==> config.mk <==
export PLATFORM = sky130hd
export DESIGN_NAME = cpl_sb_top
export DESIGN_NICKNAME = d
export VERILOG_FILES = /design/src/rtl/cpl_sb_pkg.sv /design/src/rtl/cpl_sb_expect.sv /design/src/rtl/cpl_sb_table.sv /design/src/rtl/cpl_sb_classify.sv /design/src/rtl/cpl_sb_top.sv
export SDC_FILE = /design/constraint.sdc
export NUM_CORES = 2
export LEC_CHECK = 0
export BUFFER_PORTS_ARGS = -buffer_cell sky130_fd_sc_hd__buf_2
export CAP_MARGIN = 30
export CELL_PAD_IN_SITES_DETAIL_PLACEMENT = 0
export CELL_PAD_IN_SITES_GLOBAL_PLACEMENT = 1
export CORE_UTILIZATION = 30
export CTS_CLUSTER_SIZE = 28
export DETAILED_ROUTE_END_ITERATION = 6
export PLACE_DENSITY_LB_ADDON = 0.1
export SETUP_SLACK_MARGIN = 0.05
export SYNTH_ARGS = -nofsm -noshare
export SYNTH_HDL_FRONTEND = slang
export SYNTH_SLANG_ARGS = --single-unit
export TNS_END_PERCENT = 1
==> constraint.sdc <==
create_clock -name clk -period 5.87 [get_ports clk]
set_input_delay 0.2935 -clock clk [delete_from_list [all_inputs] [get_ports clk]]
set_output_delay 0.2935 -clock clk [all_outputs]
set_load 0.005 [all_outputs]
==> src/rtl/cpl_sb_pkg.sv <==
package cpl_sb_pkg;
    localparam int TAG_W = 8;
    localparam int RID_W = 16;
    localparam int LEN_W = 10;
    localparam int BC_W  = 12;
    localparam int LA_W  = 7;
    localparam int ERR_W = 6;

    localparam int ERR_RETRY = 1;
    localparam int ERR_MALF  = 2;
    localparam int ERR_UNEXP = 3;
    localparam int ERR_RDBAD = 4;
    localparam int ERR_WRBAD = 5;

    localparam logic [2:0] ST_SC  = 3'd0;
    localparam logic [2:0] ST_UR  = 3'd1;
    localparam logic [2:0] ST_CRS = 3'd2;
    localparam logic [2:0] ST_CA  = 3'd4;

    typedef enum logic [2:0] {
        RK_MEM_RD = 3'd0, RK_MEM_WR = 3'd1, RK_IO_RD = 3'd2,
        RK_IO_WR  = 3'd3, RK_CFG_RD = 3'd4, RK_CFG_WR = 3'd5
    } req_kind_e;

    typedef struct packed {
        logic [RID_W-1:0] rid;
        logic [TAG_W-1:0] tag;
        req_kind_e        kind;
        logic [LEN_W-1:0] len;
        logic [BC_W-1:0]  bc;
        logic [LA_W-1:0]  la;
    } sb_rec_t;

    typedef struct packed {
        logic [RID_W-1:0] rid;
        logic [TAG_W-1:0] tag;
        logic             has_data;
        logic             locked;
        logic [2:0]       status;
        logic [1:0]       attr;
        logic [2:0]       tc;
        logic [LEN_W-1:0] len;
        logic [BC_W-1:0]  bc;
        logic [LA_W-1:0]  la;
    } cpl_hdr_t;

    typedef struct packed {
        logic dis_crs;
        logic dis_attr;
        logic dis_tc;
        logic dis_bcnt;
        logic dis_laddr;
        logic ucmp_en;
    } chk_ctl_t;

    function automatic logic kind_is_read(req_kind_e k);
        return k == RK_MEM_RD || k == RK_IO_RD || k == RK_CFG_RD;
    endfunction

    function automatic logic kind_is_write(req_kind_e k);
        return k == RK_MEM_WR || k == RK_IO_WR || k == RK_CFG_WR;
    endfunction

    function automatic logic kind_is_cfg(req_kind_e k);
        return k == RK_CFG_RD || k == RK_CFG_WR;
    endfunction

    function automatic logic kind_is_iocfg(req_kind_e k);
        return k == RK_IO_RD || k == RK_IO_WR || k == RK_CFG_RD || k == RK_CFG_WR;
    endfunction

    // zeros below the lowest set bit (4 for an empty mask)
    function automatic logic [2:0] low_zeros(logic [3:0] be);
        logic [2:0] n;
        n = 3'd4;
        for (int i = 3; i >= 0; i--) if (be[i]) n = 3'(i);
        return n;
    endfunction

    // zeros above the highest set bit (4 for an empty mask)
    function automatic logic [2:0] high_zeros(logic [3:0] be);
        logic [2:0] n;
        n = 3'd4;
        for (int i = 0; i < 4; i++) if (be[i]) n = 3'(3 - i);
        return n;
    endfunction
endpackage

==> src/rtl/cpl_sb_expect.sv <==
module cpl_sb_expect
    import cpl_sb_pkg::*;
(
    input  logic [LEN_W-1:0] len,
    input  logic [3:0]       first_be,
    input  logic [3:0]       last_be,
    input  logic             hdr4dw,
    input  logic [7:0]       addr_b11,
    input  logic [7:0]       addr_b15,
    output logic [BC_W-1:0]  exp_bc,
    output logic [LA_W-1:0]  exp_la
);
    logic [7:0] addr_byte;
    logic [2:0] fz;
    logic [2:0] lz;

    assign addr_byte = hdr4dw ? addr_b15 : addr_b11;
    assign fz        = low_zeros(first_be);
    assign lz        = high_zeros(last_be);

    always_comb begin
        exp_la[6:2] = addr_byte[6:2];
        exp_la[1:0] = (first_be == 4'd0) ? 2'd0 : fz[1:0];
        if (first_be == 4'd0) begin
            exp_bc = BC_W'(1);
        end else if (last_be == 4'd0) begin
            unique case (first_be)
                4'b0001, 4'b0010, 4'b0100, 4'b1000: exp_bc = BC_W'(1);
                4'b0011, 4'b0110, 4'b1100:          exp_bc = BC_W'(2);
                default: exp_bc = (first_be[0] && first_be[3]) ? BC_W'(4) : BC_W'(3);
            endcase
        end else begin
            exp_bc = {len, 2'b00} - BC_W'(fz) - BC_W'(lz);
        end
    end
endmodule

==> src/rtl/cpl_sb_table.sv <==
module cpl_sb_table
    import cpl_sb_pkg::*;
#(
    parameter  int IDX_W = 5,
    localparam int DEPTH = 1 << IDX_W
) (
    input  logic             clk,
    input  logic             rst,
    input  logic             wr_en,
    input  logic [IDX_W-1:0] wr_idx,
    input  sb_rec_t          wr_rec,
    output logic             wr_was_vld,
    input  logic [IDX_W-1:0] rd_idx,
    output logic             rd_vld,
    output sb_rec_t          rd_rec,
    input  logic             ret_en,
    input  logic [IDX_W-1:0] ret_idx
);
    logic [DEPTH-1:0] vld_vec;
    sb_rec_t          rec_arr [DEPTH];

    for (genvar g = 0; g < DEPTH; g++) begin : g_ent
        logic    v_q;
        sb_rec_t r_q;
        always_ff @(posedge clk) begin
            if (rst) begin
                v_q <= 1'b0;
            end else if (wr_en && wr_idx == IDX_W'(g)) begin
                v_q <= 1'b1;
            end else if (ret_en && ret_idx == IDX_W'(g)) begin
                v_q <= 1'b0;
            end
            if (wr_en && wr_idx == IDX_W'(g)) r_q <= wr_rec;
        end
        assign vld_vec[g] = v_q;
        assign rec_arr[g] = r_q;
    end

    assign rd_vld     = vld_vec[rd_idx];
    assign rd_rec     = rec_arr[rd_idx];
    assign wr_was_vld = vld_vec[wr_idx];

    p_write_sets_valid_r1: assert property (@(posedge clk) disable iff (rst)
        wr_en |=> vld_vec[$past(wr_idx)]);
    p_retire_clears_r7: assert property (@(posedge clk) disable iff (rst)
        ret_en && !(wr_en && wr_idx == ret_idx) |=> !vld_vec[$past(ret_idx)]);
    p_write_beats_retire_r11: assert property (@(posedge clk) disable iff (rst)
        wr_en && ret_en && wr_idx == ret_idx |=> rec_arr[$past(wr_idx)] == $past(wr_rec));
endmodule

==> src/rtl/cpl_sb_classify.sv <==
module cpl_sb_classify
    import cpl_sb_pkg::*;
(
    input  logic             ent_vld,
    input  sb_rec_t          ent,
    input  cpl_hdr_t         cpl,
    input  chk_ctl_t         ctl,
    output logic [ERR_W-1:0] err,
    output logic             retire
);
    logic rd, wr, cfg, iocfg, iocfg_wr, mrd, ur_rsv;
    logic [2:0] st;

    assign st       = cpl.status;
    assign rd       = kind_is_read(ent.kind);
    assign wr       = kind_is_write(ent.kind);
    assign cfg      = kind_is_cfg(ent.kind);
    assign iocfg    = kind_is_iocfg(ent.kind);
    assign iocfg_wr = ent.kind == RK_IO_WR || ent.kind == RK_CFG_WR;
    assign mrd      = ent.kind == RK_MEM_RD;
    assign ur_rsv   = st == ST_UR || st == 3'd3 || st >= 3'd5;

    always_comb begin
        err    = '0;
        retire = 1'b0;
        if (!ent_vld || ent.rid != cpl.rid || ent.tag != cpl.tag || cpl.locked)
            err[ERR_UNEXP] = 1'b1;
        else if (cpl.has_data && st != ST_SC && st != ST_CRS)
            err[ERR_MALF] = 1'b1;
        else if (!ctl.dis_crs && st == ST_CRS && !cfg)
            err[ERR_MALF] = 1'b1;
        else if (cpl.has_data && wr)
            err[ERR_MALF] = 1'b1;
        else if (!cpl.has_data && st == ST_SC && rd)
            err[ERR_MALF] = 1'b1;
        else if ((cpl.attr != 2'd0 && !ctl.dis_attr) || (cpl.tc != 3'd0 && !ctl.dis_tc))
            err[ERR_MALF] = 1'b1;
        else if (cpl.has_data && cpl.len != ent.len)
            err[ERR_MALF] = 1'b1;
        else if (!ctl.dis_bcnt && ((iocfg && cpl.bc != BC_W'(4)) || (mrd && cpl.bc != ent.bc)))
            err[ERR_MALF] = 1'b1;
        else if (!ctl.dis_laddr && ((iocfg && cpl.la != '0) || (mrd && cpl.la != ent.la)))
            err[ERR_MALF] = 1'b1;
        else if (st == ST_CRS && cfg)
            err[ERR_RETRY] = 1'b1;
        else if (ctl.ucmp_en && st != ST_SC && rd) begin
            err[ERR_RDBAD] = 1'b1;
            retire = 1'b1;
        end else if (ctl.ucmp_en && st != ST_SC && wr) begin
            err[ERR_WRBAD] = 1'b1;
            retire = 1'b1;
        end else if (st == ST_CA && rd)
            err[ERR_RDBAD] = 1'b1;
        else if (st == ST_CA && iocfg_wr)
            err[ERR_WRBAD] = 1'b1;
        else if (ur_rsv && iocfg_wr)
            err[ERR_WRBAD] = 1'b1;
        else if (ur_rsv && rd)
            err[ERR_RDBAD] = 1'b1;
        else
            retire = 1'b1;
    end
endmodule

==> src/rtl/cpl_sb_top.sv <==
module cpl_sb_top
    import cpl_sb_pkg::*;
#(
    parameter int IDX_W = 5
) (
    input  logic             clk,
    input  logic             rst,
    input  logic             req_valid,
    output logic             req_ready,
    input  logic [2:0]       req_kind,
    input  logic [15:0]      req_rid,
    input  logic [7:0]       req_tag,
    input  logic [9:0]       req_len,
    input  logic [3:0]       req_first_be,
    input  logic [3:0]       req_last_be,
    input  logic             req_hdr4dw,
    input  logic [7:0]       req_addr_b11,
    input  logic [7:0]       req_addr_b15,
    input  logic             cpl_valid,
    output logic             cpl_ready,
    input  logic [15:0]      cpl_rid,
    input  logic [7:0]       cpl_tag,
    input  logic             cpl_has_data,
    input  logic             cpl_locked,
    input  logic [2:0]       cpl_status,
    input  logic [1:0]       cpl_attr,
    input  logic [2:0]       cpl_tc,
    input  logic [9:0]       cpl_len,
    input  logic [11:0]      cpl_bcnt,
    input  logic [6:0]       cpl_laddr,
    input  logic             chk_dis_crs,
    input  logic             chk_dis_attr,
    input  logic             chk_dis_tc,
    input  logic             chk_dis_bcnt,
    input  logic             chk_dis_laddr,
    input  logic             chk_ucmp_en,
    output logic             res_valid,
    output logic [5:0]       res_err,
    output logic             res_discard,
    output logic             dup_warn
);
    logic [BC_W-1:0]  exp_bc;
    logic [LA_W-1:0]  exp_la;
    sb_rec_t          new_rec, ent;
    cpl_hdr_t         chdr;
    chk_ctl_t         ctl;
    logic             ent_vld, was_vld, cls_retire;
    logic [ERR_W-1:0] cls_err;

    assign req_ready = 1'b1;
    assign cpl_ready = 1'b1;

    cpl_sb_expect u_expect (
        .len(req_len), .first_be(req_first_be), .last_be(req_last_be),
        .hdr4dw(req_hdr4dw), .addr_b11(req_addr_b11), .addr_b15(req_addr_b15),
        .exp_bc(exp_bc), .exp_la(exp_la)
    );

    assign new_rec = '{rid: req_rid, tag: req_tag, kind: req_kind_e'(req_kind),
                       len: req_len, bc: exp_bc, la: exp_la};
    assign chdr = '{rid: cpl_rid, tag: cpl_tag, has_data: cpl_has_data, locked: cpl_locked,
                    status: cpl_status, attr: cpl_attr, tc: cpl_tc, len: cpl_len,
                    bc: cpl_bcnt, la: cpl_laddr};
    assign ctl = '{dis_crs: chk_dis_crs, dis_attr: chk_dis_attr, dis_tc: chk_dis_tc,
                   dis_bcnt: chk_dis_bcnt, dis_laddr: chk_dis_laddr, ucmp_en: chk_ucmp_en};

    cpl_sb_table #(.IDX_W(IDX_W)) u_table (
        .clk(clk), .rst(rst),
        .wr_en(req_valid), .wr_idx(req_tag[IDX_W-1:0]), .wr_rec(new_rec), .wr_was_vld(was_vld),
        .rd_idx(cpl_tag[IDX_W-1:0]), .rd_vld(ent_vld), .rd_rec(ent),
        .ret_en(cpl_valid && cls_retire), .ret_idx(cpl_tag[IDX_W-1:0])
    );

    cpl_sb_classify u_classify (
        .ent_vld(ent_vld), .ent(ent), .cpl(chdr), .ctl(ctl),
        .err(cls_err), .retire(cls_retire)
    );

    always_ff @(posedge clk) begin
        if (rst) begin
            res_valid   <= 1'b0;
            res_err     <= '0;
            res_discard <= 1'b0;
            dup_warn    <= 1'b0;
        end else begin
            res_valid   <= cpl_valid;
            res_err     <= cpl_valid ? cls_err : '0;
            res_discard <= cpl_valid && (cls_err[ERR_RETRY] || cls_err[ERR_MALF] || cls_err[ERR_UNEXP]);
            dup_warn    <= req_valid && was_vld;
        end
    end

    p_one_class_r12: assert property (@(posedge clk) disable iff (rst)
        res_valid |-> $onehot0(res_err) && !res_err[0]);
    p_fwd_on_fail_r7: assert property (@(posedge clk) disable iff (rst)
        res_valid && (res_err[ERR_RDBAD] || res_err[ERR_WRBAD]) |-> !res_discard);
    p_result_timing_r10: assert property (@(posedge clk) disable iff (rst)
        res_discard |-> res_valid && $past(cpl_valid));
    p_dup_after_req_r10: assert property (@(posedge clk) disable iff (rst)
        dup_warn |-> $past(req_valid));
    p_bc_bound_r9: assert property (@(posedge clk) disable iff (rst)
        req_valid && req_first_be != 4'd0 && req_len != '0 |-> exp_bc <= {req_len, 2'b00});
    initial begin
        p_idx_fits_r1: assert (IDX_W >= 1 && IDX_W <= TAG_W);
    end
endmodule

Word level (Yosys, flattened, before mapping). Index checks and enable logic that the tools add are counted.

Add/sub/neg operators: 2. $mul: 0. Divide/modulo/power cells: 0. Order comparisons: 4. Equal/unequal tests: 85. Shifts and indexed selects: 0. Mux-type cells: 130. Bitwise operators: 2. Reduce and logical (&&, ||, !) cells: 166.

Operators with widths (number): 56-bit binary-select mux with 5-bit select (1); 5-bit equality test (second input constant) (32); 56-bit two-way mux (2); 1-bit two-way mux (110); 1-bit logical AND (92); 5-bit by 4-bit equality test with 1-bit output (second input constant) (16); 2-bit nonzero test (33); 5-bit by 3-bit equality test with 1-bit output (second input constant) (8); 3-bit two-way mux (9); 12-bit two-way mux (2); 12-bit case mux with 2 select lines (1); 12-bit by 3-bit subtractor with 12-bit output (2); 5-bit by 2-bit equality test with 1-bit output (second input constant) (4); 1-bit logical OR (19); 16-bit inequality test (1); 13-bit OR reduction (1); 3-bit by 2-bit equality test with 1-bit output (second input constant) (4); 5-bit by 6-bit less-than comparator with 1-bit output (second input constant) (2); 12-bit inequality test (1); 12-bit by 3-bit inequality test with 1-bit output (second input constant) (1); 12-bit OR reduction (1); 1-bit binary-select mux with 5-bit select (2); 5-bit by 1-bit equality test with 1-bit output (second input constant) (2); 5-bit zero test (2); other kinds (24) (41).

Register bits after elaboration: 1833. Latch bits: 0. RAM bits: 0. ROM bits: 0. Bits of input ports: 135. Logic and storage cells: 620. Memories: 0.

Longest topological paths before layout.
Depth after elaboration: 28. Gate-level depth with buffers: 17. Gate-level depth less buffers: 11.

By module. From an unflattened synthesis, not the netlist that was laid out.

Cells, all modules: 3666. Area total of the unflattened synthesis: 71892.7 µm².

Modules (own cells, without submodules): cpl_sb_table (times used 1, cells an instance 3431, area each 70086.0 µm²); cpl_sb_classify (times used 1, cells an instance 117, area each 883.3 µm²); cpl_sb_expect (times used 1, cells an instance 94, area each 633.1 µm²); cpl_sb_top (times used 1, cells an instance 24, area each 290.3 µm²).

Worst setup path before layout. Ideal clock, no wire load.

Path type: input to register. Start point: in req_tag[0]. End point: reg u_table.g_ent[3].r_q[0] (netlist bit) (enable). Library setup time: 542 ps. Arrival: 5175 ps. Slack: 153 ps. Stages on the path: 4. Buffers on the path: 2. Cell sequence: clkbuf_1 > buf_1 > nand3_1 > nor3_1.

Cells in the longest elaborated chain, start to end: 2.

RTL lines: start, declared (line cpl_sb_top.sv:12) `input logic [7:0] req_tag,`; 5-bit by 2-bit equality test with 1-bit output (line cpl_sb_table.sv:33) `if (wr_en && wr_idx == IDX_W'(g)) r_q <= wr_rec;`; 1-bit logical AND (line cpl_sb_table.sv:33); end signal, assigned (line cpl_sb_table.sv:33); end, declared (line cpl_sb_table.sv:24) `sb_rec_t r_q;`.

Every way passes these cells. A chain may end at the register's enable or synchronous reset.

Worst setup path after layout.
Start point: reg u_table.g_ent[31].r_q[24] (netlist bit). End point: reg res_err[4].

Cells in the longest elaborated chain, start to end: 6.

RTL lines: start, declared (line cpl_sb_table.sv:24); start signal, assigned (line cpl_sb_table.sv:33); 56-bit binary-select mux with 5-bit select (line cpl_sb_table.sv:40) `assign rd_rec = rec_arr[rd_idx];`; 56-bit two-way mux (implied by the code) (2 in a row) (line cpl_sb_table.sv:40); 10-bit inequality test (line cpl_sb_classify.sv:38) `else if (cpl.has_data && cpl.len != ent.len)`; 1-bit logical AND (line cpl_sb_classify.sv:38); 12-bit OR reduction (no source line); end signal, assigned (line cpl_sb_top.sv:87) `res_err <= cpl_valid ? cls_err : '0;`; end, declared (line cpl_sb_top.sv:38) `output logic [5:0] res_err,`.

Every way passes these cells. The select of a mux whose other input is x is not followed.

==> results.md <==
- The run finished with clean final reports.
- Counting every sink on the clock net gives roughly 1800.
- The wire-length estimate of the detail-placed layout is 135 mm.
- The clock tree synthesis step divided the H-tree into 4 levels.
- Of the synthesized area, sequential elements account for about 75%.
- The minimum clock period is 4.71 ns.
- The min-delay analysis places its worst path in the category input port to flop.
- After synthesis, the share of flip-flops with an asynchronous set or reset is 0%.
- The final wirelength is 246 mm.
- The placeable core region is 0.239 mm^2.
- The share of post-route cells with drive strength above 1 is 24.7%.
- The average footprint of a synthesized cell is 19.9 um^2.
- Post-CTS timing repair inserted 0 buffers for setup.
- The leakage power is ~27 nW.
- The number of hold buffers added after CTS is 40.
- 146 I/O pins were placed.
- The initial detailed-routing violation count is 3521.
- In the synthesized netlist, the number of instances is 3634.
- The share of synthesized area in the top cell type comes to 74.4%.
- The total number of nets in the final design is 4153.
- At the worst endpoint, the required time is roughly 6.6 ns.
- In this run the vertical extent of the chip is about 490 um.
- The routed length per placed instance is ~34 um.
- The slew at the pin with the worst max-slew slack is 1.09 ns.
- The worst path arrival time is 5.48 ns.
- For this design the ratio of total power to cell area is 340 mW/mm^2.
- The horizontal die dimension is 493 um.
- The first global-routing pass estimated between 300 and 400 mm of wire.
- Across the VDD grid, the largest voltage drop is 311 uV.
- Summed over all layers, the global routing overflow is 0.
- The congestion estimate from routability-driven global placement came to 0.746.
- The post-detailed-route count of antenna-violating nets is 0.
- Clock-pin slew was measured on the worst setup and hold paths at 0.06 ns.
- In this run the tightest slew margin relative to its limit is 27.0%.
- Setup repair after global routing left no endpoint under its margin.
- The startpoint kind of the worst setup timing path is a flop.
- The kind of capture point of the worst setup path is a flop.
- The initial antenna violation count is 13.
- The clock buffer count from CTS is 205.
- TritonCTS built the clock tree.
- The max-slew violation count is 0.
- In the synthesized netlist, the cells that appear most often are 1792 x edfxtp_1, 324 x mux2i_1, 324 x mux4_2.
- The leading register cell type out of synthesis is edfxtp_1.
- In the post-synthesis netlist, the biggest area contributors are edfxtp_1 74%, mux4_2 10%, mux2i_1 4.5%.
- The number of global-route vias before repair is between 30000 and 40000.
- The final total negative setup slack is 0 ns.
- In the routed design, unresolved DRC markers number 0.
- Derived from the worst setup path, the maximum achievable clock frequency is 0.212 GHz.
- The deepest clock path buffer count is 3.
- The first detailed-routing pass took 5 iterations.
- The total routing resource utilization after global routing is between 20% and 30%.
- The number of flops mapped to enable cells by yosys is 1792.
- On the final layout, the worst clock skew is 0.0384 ns.
- The cell sitting at the root of the clock tree is a clkbuf_16.
- Across the run, the number of max-cap violations was 0.
- The floorplan has 179 rows.
- The number of unique standard cell types used by synthesis is 81.
- The layout filler cell count is 22464.
- The classification of the worst setup path is flop to flop.
- Setup violations remaining at the end of the flow were counted as 0.
- The area added between synthesis and finish is 17.6%.
- The die covers roughly 0.24 mm^2.
- Using the TritonRoute via totals, the vias-per-cell ratio works out to ~5.2.
- The post-cts repair resize count is 0.
- The initial cell density of the core is a little under a third.
- The final critical path takes up 80.2% of the cycle.
- The count of buffers from port buffering is roughly 140.
- Entering global routing, the biggest net connects 109 pins.
- The total of flip-flops plus latches after synthesis is 1832.
- The tightest hold path in the finished design has a slack of between 0.08 and 0.09 ns.
- Summed over all instances, the cell type with the most area after synthesis is edfxtp_1.
- The detailed-route via count is between 30000 and 40000.
- The synthesized netlist occupies a cell area of between 0.07 and 0.08 mm^2.
- The warning count from the yosys run is 0.
- In this run the worst path has a maximum fanout of 3.
- The most frequent cell after synthesis is edfxtp_1.
- The number of hold violations in the final report was 0.
- For the worst-skew pair, the clock arrives at the later sink with an insertion delay of 0.84 ns.
-- power breakdown --
part / internal, W / total [W] / switching [W]
sequential: 0.0146 / 0.0146 / 0.0000339
clock: 0.00717 / 0.0124 / 0.00523
combinational: 0.000636 / 0.00190 / 0.00126
total: 0.0224 / 0.0289 / 0.00652
-- final timing paths --
path | start | to | slack (ns) | cells after the start
max | u_table.g_ent[31].r_q[24] | res_err[4] | 1.16 | 12
min | req_tag[2] | u_table.g_ent[15].r_q[34] | 0.08 | 2
min reg2reg | u_table.g_ent[23].v_q | u_table.g_ent[23].v_q | 0.60 | 3
max reg2reg | u_table.g_ent[31].r_q[24] | res_err[4] | 1.16 | 12
-- layout by cell type (no fill, tap or decap), types with 11 or more instances in the layout --
cell type and n:
a21oi_1 57, a221oi_1 41, a22oi_1 67, a31oi_1 13, a32oi_1 11, buf_12 46
buf_2 132, buf_4 152, bufinv_16 15, clkbuf_1 35, clkbuf_16 211, clkinv_1 65
clkinv_2 40, dfxtp_1 40, dlygate4sd3_1 40, edfxtp_1 1792, mux2_2 19, mux2i_1 324
mux4_2 324, nand2_1 114, nand2b_1 22, nand3_1 40, nand4_1 17, nor2_1 115
nor2_4 29, nor2b_1 16, nor3_1 19, o21ai_0 62, o221ai_1 32, o22ai_1 20
o41a_1 32, xnor2_1 27, xor2_1 30
-- registers in the layout, indices dropped and copies added, names as in the netlist --
| name | cells |
|---|---|
| res_valid | 1 |
| dup_warn | 1 |
| res_discard | 1 |
| u_table.g_ent.v_q | 32 |
| u_table.g_ent.r_q | 1792 |
| res_err | 5 |
-- critical path, stage by stage (launching register included) --
cell	delay [ns]
edfxtp_1	0.36
mux4_2	0.49
mux2_2	0.33
a221oi_1	0.32
a21oi_1	0.12
xnor2_1	0.62
nand4_1	0.50
o41ai_1	0.48
o31a_1	0.25
buf_12	0.14
nand3_1	0.16
a2111oi_2	0.30
dlygate4sd3_1	0.58
-- cell type report --
type | count | area [um^2] | area share [%]
Sequential cell | 1832 | 54600 | 64.2
Multi-Input combinational cell | 1582 | 16800 | 19.8
Clock buffer | 246 | 5410 | 6.36
Tap cell | 3167 | 3960 | 4.66
Timing Repair Buffer | 379 | 3250 | 3.81
Clock inverter | 129 | 1000 | 1.17
Inverter | 11 | 43.8 | 0.0514
Antenna cell | 6 | 15.0 | 0.0176
-- per-stage QoR --
stage / instance area, um^2 / setup WS [ns] / util, % / instances / total power (W)
global route: 85100 / 1.13 / 35.6 / 7347 / 0.0298
CTS: 85100 / 1.20 / 35.6 / 7346 / 0.0293
floorplan: 72400 / 0.153 / - / 3635 / 0.0159
detailed placement: 78300 / 0.850 / 32.8 / 6931 / 0.0168
finish: 85100 / 1.16 / 35.7 / 7352 / 0.0289
global placement: 78200 / 0.849 / 32.7 / 6923 / 0.0168
-- cell families (layout without fill, tap and decap cells) --
group	after synthesis	count (layout)	synth area share [%]
multiplexers	669	669	14.9
other	2	9	0.0104
XOR/XNOR	57	57	0.690
buffers and inverters	221	765	1.72
adder cells (fa/ha/maj)	8	8	0.156
flip-flops	1832	1832	75.5
AO/OA/AOI/OAI	401	401	4.14
AND/OR/NAND/NOR	444	444	2.87
-- per-layer routing --
layer  GRT usage [%]  vias up  part of all wire [%]
li1                -    15861                     -
met1            29.4    20941                    47
met2            31.5      969                    46
met3            2.74      288                   4.2
met4            4.73        4                   2.1
met5               0        -                0.0093
(Power assumes the default switching activity.)
